**src/rtl/ccd_line_pkg.sv**
```systemverilog
package ccd_line_pkg;

  // Region labels carried with each output sample
  typedef enum logic [2:0] {
    RG_BLANK    = 3'd0,
    RG_DUMMY    = 3'd1,
    RG_OB_LEAD  = 3'd2,
    RG_ACTIVE   = 3'd3,
    RG_OB_TRAIL = 3'd4
  } region_e;

  // Strobes decoded from the slot counter, consumed by the output stage
  typedef struct packed {
    logic    lineEnd;
    logic    shiftEn;
    logic    vStep;
    region_e region;
  } line_strobe_t;

endpackage

```
**src/rtl/ccd_line_ctrl.sv**
```systemverilog
module ccd_line_ctrl
  import ccd_line_pkg::*;
#(
  parameter int LINE_LEN  = 2280,
  parameter int VT_FIRST  = 52,
  parameter int VT_STEP   = 40,
  parameter int VT_EDGES  = 8,
  parameter int N_DUMMY   = 28,
  parameter int N_OB_LEAD = 2,
  parameter int N_ACTIVE  = 1650,
  parameter int N_OB_TRL  = 52
) (
  input  logic         clk,
  input  logic         rst,
  output line_strobe_t strobe
);

  localparam int CW        = $clog2(LINE_LEN);
  localparam int VT_END    = VT_FIRST + VT_STEP * (VT_EDGES - 1);
  localparam int DUMMY_END = VT_END + N_DUMMY;
  localparam int LEAD_END  = DUMMY_END + N_OB_LEAD;
  localparam int ACT_END   = LEAD_END + N_ACTIVE;
  localparam int TRL_END   = ACT_END + N_OB_TRL;

  localparam logic [CW-1:0] LAST_C  = CW'(LINE_LEN - 1);
  localparam logic [CW-1:0] VT_C    = CW'(VT_END);
  localparam logic [CW-1:0] DUMMY_C = CW'(DUMMY_END);
  localparam logic [CW-1:0] LEAD_C  = CW'(LEAD_END);
  localparam logic [CW-1:0] ACT_C   = CW'(ACT_END);
  localparam logic [CW-1:0] TRL_C   = CW'(TRL_END);

  logic [CW-1:0]       slotCnt;
  logic [VT_EDGES-1:0] stepHit;
  region_e             regionNow;

  // Free-running slot counter
  always_ff @(posedge clk) begin
    if (rst)                  slotCnt <= '0;
    else if (slotCnt == LAST_C) slotCnt <= '0;
    else                      slotCnt <= slotCnt + CW'(1);
  end

  // One comparator per vertical-transfer step position
  for (genvar i = 0; i < VT_EDGES; i++) begin : g_step
    assign stepHit[i] = (slotCnt == CW'(VT_FIRST + i * VT_STEP));
  end

  always_comb begin
    if (slotCnt < VT_C)           regionNow = RG_BLANK;
    else if (slotCnt < DUMMY_C)   regionNow = RG_DUMMY;
    else if (slotCnt < LEAD_C)    regionNow = RG_OB_LEAD;
    else if (slotCnt < ACT_C)     regionNow = RG_ACTIVE;
    else if (slotCnt < TRL_C)     regionNow = RG_OB_TRAIL;
    else                          regionNow = RG_BLANK;
  end

  always_comb begin
    strobe.lineEnd = (slotCnt == LAST_C);
    strobe.shiftEn = (slotCnt >= VT_C);
    strobe.vStep   = |stepHit;
    strobe.region  = regionNow;
  end


  slot_range_chk: assert property (@(posedge clk) disable iff (rst)
    slotCnt <= LAST_C);


  slot_wrap_chk: assert property (@(posedge clk) disable iff (rst)
    (slotCnt == LAST_C) |=> (slotCnt == '0));

endmodule

```
**src/rtl/ccd_line_out.sv**
```systemverilog
module ccd_line_out
  import ccd_line_pkg::*;
(
  input  logic         clk,
  input  logic         rst,
  input  line_strobe_t strobe,
  output logic         lineSync,
  output logic         vStep,
  output logic         hClk1,
  output logic         hClk2,
  output logic         resetGate,
  output region_e      regionQ
);

  always_ff @(posedge clk) begin
    if (rst) begin
      lineSync  <= 1'b0;
      vStep     <= 1'b0;
      hClk1     <= 1'b0;
      hClk2     <= 1'b1;
      resetGate <= 1'b0;
      regionQ   <= RG_BLANK;
    end else begin
      lineSync  <= strobe.lineEnd;
      vStep     <= strobe.vStep;
      hClk1     <= strobe.shiftEn ? ~hClk1 : 1'b0;
      hClk2     <= strobe.shiftEn ? hClk1 : 1'b1;
      resetGate <= strobe.shiftEn & ~hClk1;
      regionQ   <= strobe.region;
    end
  end


  hclk_compl_chk: assert property (@(posedge clk) disable iff (rst)
    hClk2 == ~hClk1);


  rg_on_rise_chk: assert property (@(posedge clk) disable iff (rst)
    resetGate |-> $rose(hClk1));


  sync_single_chk: assert property (@(posedge clk) disable iff (rst)
    lineSync |=> !lineSync);


  sync_blank_chk: assert property (@(posedge clk) disable iff (rst)
    lineSync |-> (regionQ == RG_BLANK));


  step_single_chk: assert property (@(posedge clk) disable iff (rst)
    vStep |=> !vStep);


  region_legal_chk: assert property (@(posedge clk) disable iff (rst)
    regionQ <= RG_OB_TRAIL);

endmodule

```
**src/rtl/ccd_line_timer.sv**
```systemverilog
module ccd_line_timer
  import ccd_line_pkg::*;
#(
  parameter int LINE_LEN  = 2280,
  parameter int VT_FIRST  = 52,
  parameter int VT_STEP   = 40,
  parameter int VT_EDGES  = 8,
  parameter int N_DUMMY   = 28,
  parameter int N_OB_LEAD = 2,
  parameter int N_ACTIVE  = 1650,
  parameter int N_OB_TRL  = 52
) (
  input  logic       clk,
  input  logic       rst,
  output logic       lineSync,
  output logic       vStep,
  output logic       hClk1,
  output logic       hClk2,
  output logic       resetGate,
  output logic [2:0] region
);

  line_strobe_t strobe;
  region_e      regionQ;

  ccd_line_ctrl #(
    .LINE_LEN (LINE_LEN),
    .VT_FIRST (VT_FIRST),
    .VT_STEP  (VT_STEP),
    .VT_EDGES (VT_EDGES),
    .N_DUMMY  (N_DUMMY),
    .N_OB_LEAD(N_OB_LEAD),
    .N_ACTIVE (N_ACTIVE),
    .N_OB_TRL (N_OB_TRL)
  ) ctrl_i (
    .clk   (clk),
    .rst   (rst),
    .strobe(strobe)
  );

  ccd_line_out out_i (
    .clk      (clk),
    .rst      (rst),
    .strobe   (strobe),
    .lineSync (lineSync),
    .vStep    (vStep),
    .hClk1    (hClk1),
    .hClk2    (hClk2),
    .resetGate(resetGate),
    .regionQ  (regionQ)
  );

  assign region = regionQ;

endmodule

```
**config.mk**
```make
export PLATFORM = sky130hd
export DESIGN_NAME = ccd_line_timer
export DESIGN_NICKNAME = d
export VERILOG_FILES = /design/src/rtl/ccd_line_pkg.sv /design/src/rtl/ccd_line_ctrl.sv /design/src/rtl/ccd_line_out.sv /design/src/rtl/ccd_line_timer.sv
export SDC_FILE = /design/constraint.sdc
export NUM_CORES = 1
export LEC_CHECK = 0
export ABC_AREA = 1
export CAP_MARGIN = 40
export CORE_UTILIZATION = 50
export DETAILED_ROUTE_END_ITERATION = 6
export DONT_BUFFER_PORTS = 1
export RECOVER_POWER = 25
export SLEW_MARGIN = 10
export SYNTH_ARGS = -nofsm -noshare
export SYNTH_HDL_FRONTEND = slang
export SYNTH_HIERARCHICAL = 1
export SYNTH_SLANG_ARGS = --single-unit
```
**constraint.sdc**
```tcl
create_clock -name clk -period 1.75 [get_ports clk]
set_input_delay 0.175 -clock clk [delete_from_list [all_inputs] [get_ports clk]]
set_output_delay 0.175 -clock clk [all_outputs]
set_load 0.02 [all_outputs]
```
Word level (Yosys, flattened, before mapping)

Index checks and enable logic that the tools add are counted.

Register bits after elaboration: 20
Word-level logic and storage cells: 38

Magnitude comparators: 6
Bitwise operators: 3
Add/subtract/negate cells: 1
Multiplexer cells: 4
Eq/ne operators: 9
Reductions and logical operators: 6

Operators by type and width:

| kind                                                          | count |
|---|---|
| equality test 12 x 8 -> 1 bit (second input constant)         | 4 |
| less-than comparator 12 x 9 -> 1 bit (second input constant)  | 3 |
| equality test 12 x 9 -> 1 bit (second input constant)         | 2 |
| adder 12 x 1 -> 12 bit (second input constant)                | 1 |
| equality test 12 bit (second input constant)                  | 1 |
| equality test 12 x 6 -> 1 bit (second input constant)         | 1 |
| equality test 12 x 7 -> 1 bit (second input constant)         | 1 |
| >= comparator 12 x 9 -> 1 bit (second input constant)         | 1 |
| less-than comparator 12 x 11 -> 1 bit (second input constant) | 1 |
| less-than comparator 12 bit (second input constant)           | 1 |
| OR reduction 8 bit                                            | 1 |
| OR reduction 2 bit                                            | 3 |
| OR reduction 5 bit                                            | 1 |
| 2-to-1 mux 2 bit                                              | 2 |
| 2-to-1 mux 3 bit                                              | 1 |
| OR reduction 3 bit                                            | 1 |
| NOT 1 bit                                                     | 2 |
| AND 1 bit                                                     | 1 |
| 2-to-1 mux 1 bit                                              | 1 |

Depth between registers and ports, before layout

Depth in word-level cells: 5
Gate-level depth with buffers: 10

Cells and area by module

Netlist, hierarchy kept.

Modules (own cells, without submodules):

| module        | cells an instance | instances | area an instance (um^2) |
|---|---|---|---|
| ccd_line_ctrl | 148               | 1         | 984.7 |
| ccd_line_out  | 24                | 1         | 222.7 |

Least setup slack after synthesis

No wires, ideal clock.

Kind: register to register
Start point: register ctrl_i.slotCnt[0]
End point: register ctrl_i.slotCnt[8]
Cell stages (with the launch flop): 7
Data arrival time: 1146 ps
Buffers on the path: 0
Path slack: 489 ps
Cell sequence: dfxtp_1 ha_1 inv_1 nor3_2 nand2_1 xor2_1 nor2_2

Word-level cells in the longest chain between the ends: 2
Elaborated cells between the ends (all ways): 3

Ends and longest elaborated chain:

| what                                                                           | line                | RTL |
|---|---|---|
| start, declared                                                                | ccd_line_ctrl.sv:32 | `logic [CW-1:0] slotCnt;` |
| start signal, assigned                                                         | ccd_line_ctrl.sv:40 | `else slotCnt <= slotCnt + CW'(1);` |
| parallel branches: the longest is 2 deep, another holds adder 12 x 1 -> 12 bit | -                   |  |

Several ways; the timed one is not identified.
A chain may end at the register's enable or synchronous reset.

Worst setup path in the final report

Start point: register ctrl_i.slotCnt[5]
End point: register out_i.regionQ[1]

Word-level cells in the longest chain between the ends: 3
Elaborated cells between the ends (all ways): 7

Ends and longest elaborated chain:

| what                                  | line                | RTL |
|---|---|---|
| less-than comparator 12 x 11 -> 1 bit | ccd_line_ctrl.sv:52 | `else if (slotCnt < ACT_C) regionNow = RG_ACTIVE;` |
| 2-to-1 mux 2 bit                      | ccd_line_ctrl.sv:52 |  |
| 2-to-1 mux 2 bit                      | ccd_line_ctrl.sv:51 | `else if (slotCnt < LEAD_C) regionNow = RG_OB_LEAD;` |
| end signal, assigned                  | ccd_line_out.sv:29  | `regionQ <= strobe.region;` |
| end, declared                         | ccd_line_out.sv:12  | `output region_e regionQ` |

Parallel ways exist; a longest one is shown, timed or not.

==> qor.yml <==
r2r_start: "ctrl_i/slotCnt[5]"
drt_wl_total_mm: 2.40
yosys_warnings: 6
fillers: 253
clk_pin_slew_ps: 110
io_pins: 10
wl_per_cell_um: 11.9
cts-htree-levels: 1
cts_buffer_depth: 2
rows: 17
grt_pass1_vias: 914
finalPower_mw: 0.782
cts_buffers: 3
max_freq_mhz: 671
die_area_sq_mm: 0.00262
routabilityCongestion: 0.915
global_route.usage.met3: 0.0387
synth.net_count: 176
setup_viol: 0
synth_cell_types: 26
cts.sinks: 20
grt_util_met1: 0.300
grt_max_degree: 12
async_flop_share: 0
maxSlewHeadroom: 0.790
gr-usage-all-layers: 0.208
maxSlewViolCount: 0
finalSetupTns_ps: 0
period_needed_ps: 1490
worstPathRequired_ps: 1950
criticalPathCategory: "register to register"
num_vias: 1049
finClkSkew_ps: 1.53
crit_start: "ctrl_i/slotCnt[5]"
synthesis.area_sq_mm: 0.00121
dp_hpwl_mm: 1.79
placed_area_sq_mm: 0.00121
rsz0062_at_grt: "false"
grt_pass1_wl_mm: 4.00
fp.dieH_um: 51.1
seq_area_frac_synth: 0.332
critPathMaxFanout: 8
grt_antenna_before_repair: 0
endpoint_kind: "register"
nNetsFinal: 179
start_util: 0.536
die_w_um: 51.1
hp-start: "rst"
finish.utilization: 0.555
ys_seq_elements: 20
grt_overflow: 0
port_buffers: 0
root_buffer: "clkbuf_4"
core_area_sq_mm: 0.00225
arrival_ps: 1690
crit_path_start_kind: "register"
netlist_instances: 172
holdCritPathClass: "primary input to register"
clock_latency_ps: 300
area_growth_pct: 3.73
ir_drop_v: 0.000494
grt_util_met2: 0.287
final_antenna_net_count: 0
cts_tree: "yes"
hold_viol: 0
worst_slew_pin_slew_ps: 314
drive_gt1_frac: 0.172
syn_avg_cell_area_sq_um: 7.02
r2r_slack_ps: 260
seq_area_sq_um: 400
drc: 0
multiInputGateArea_sq_um: 673
grt_most_used_layer: "met1"
fin_area_sq_mm: 0.00125
antennaDiodeCount: 0
dr.pass1.iters: 4
post-route-period-util: 0.852
run_status: "finished clean"
synth_edf_count: 0
p_per_area_mw_per_mm2: 624
via_per_inst: 5.19
drv_cap: 0
drtIter0Drc: 27
synth_ff_type: "dfxtp_1"
p_leak_nw: 0.533
-- cells by family after synthesis --
group,share of synthesized area
simple gates,0.461
buf+inv,0.111
flops,0.332
compound gates,0.0539
xor+xnor,0.0218
fa+ha+maj,0.0207
-- sequential cells by signal, indices dropped and copies added, names as in the netlist --
| register | count |
|---|---|
| ctrl_i/slotCnt | 12 |
| out_i/hClk1 | 1 |
| out_i/hClk2 | 1 |
| out_i/lineSync | 1 |
| out_i/regionQ | 3 |
| out_i/resetGate | 1 |
| out_i/vStep | 1 |
-- per-layer routing --
layer,share of wire,wire length [um]
met1,0.51,1220
met5,0,0
met3,0.056,133
met4,0.017,40
met2,0.42,1010
-- layout by cell type (no fill, tap or decap) --
master,n
nand4_1,3
nor2_1,27
and2_1,2
nand3_2,1
nor2_2,7
dfxtp_1,20
ha_1,2
or2_4,1
nand3_1,20
o21ai_0,1
nor3b_1,1
nand2_4,1
clkbuf_8,1
a21oi_1,5
dlygate4sd3_1,1
nand2_1,29
inv_2,1
clkbuf_4,3
nor2_4,3
nand2_2,4
xor2_1,3
nor3_1,5
nor3_2,3
a21oi_2,4
inv_1,25
nand3b_4,1
-- power by group --
| part | internal [mW] | switching (mW) |
|---|---|---|
| clock network | 0.127 | 0.140 |
| logic | 0.0162 | 0.0299 |
| registers | 0.461 | 0.00792 |
-- synthesized netlist by cell type (4+ instances only) --
| master | count | area [sq um] |
|---|---|---|
| a21oi_2 | 4 | 35.0 |
| a21oi_1 | 5 | 25.0 |
| nor2_1 | 27 | 101 |
| nor2_2 | 7 | 43.8 |
| nand2_1 | 29 | 109 |
| dfxtp_1 | 20 | 400 |
| nand3_1 | 20 | 100 |
| nand2_2 | 4 | 25.0 |
| nor3_1 | 5 | 25.0 |
| inv_1 | 25 | 93.8 |
-- critical path: stages, from the launching register on --
cell and delay, ps:
dfxtp_1 510, inv_1 120, nor2_2 260, a21oi_1 130
and2_1 150, and2_1 130, inv_1 40, nor2_1 30
-- worst paths after layout --
check | depth (start not counted) | endpoint
min | 3 | ctrl_i/slotCnt[10]
min reg2reg | 1 | ctrl_i/slotCnt[0]
max reg2reg | 7 | out_i/regionQ[1]
max | 7 | out_i/regionQ[1]
-- cell type report --
type,instances,share of cell area
flip-flops and latches,20,0.320
inverters,26,0.0779
clock buffers,4,0.0290
well taps,28,0.0280
multi-input cells,123,0.537
repair buffers,1,0.00799
-- what timing repair did --
item                      4_1_cts  5_1_grt
setup buffers                   0        0
hold buffers                    1        0
hold endpoints to repair        8        0
gates resized for setup         0        0
-- per-stage QoR --
| stage | hold WS [ps] | setup WS, ps | std cells |
|---|---|---|---|
| final | 77.1 | 259 | 202 |
| after global routing | 79.0 | 151 | 202 |
| after CTS | 73.2 | 273 | 202 |
| after detailed placement | 249 | 315 | 197 |
| after global placement | 248 | 311 | 197 |
| after floorplan | 246 | 489 | 172 |
Power figures use the tool's default switching activity.
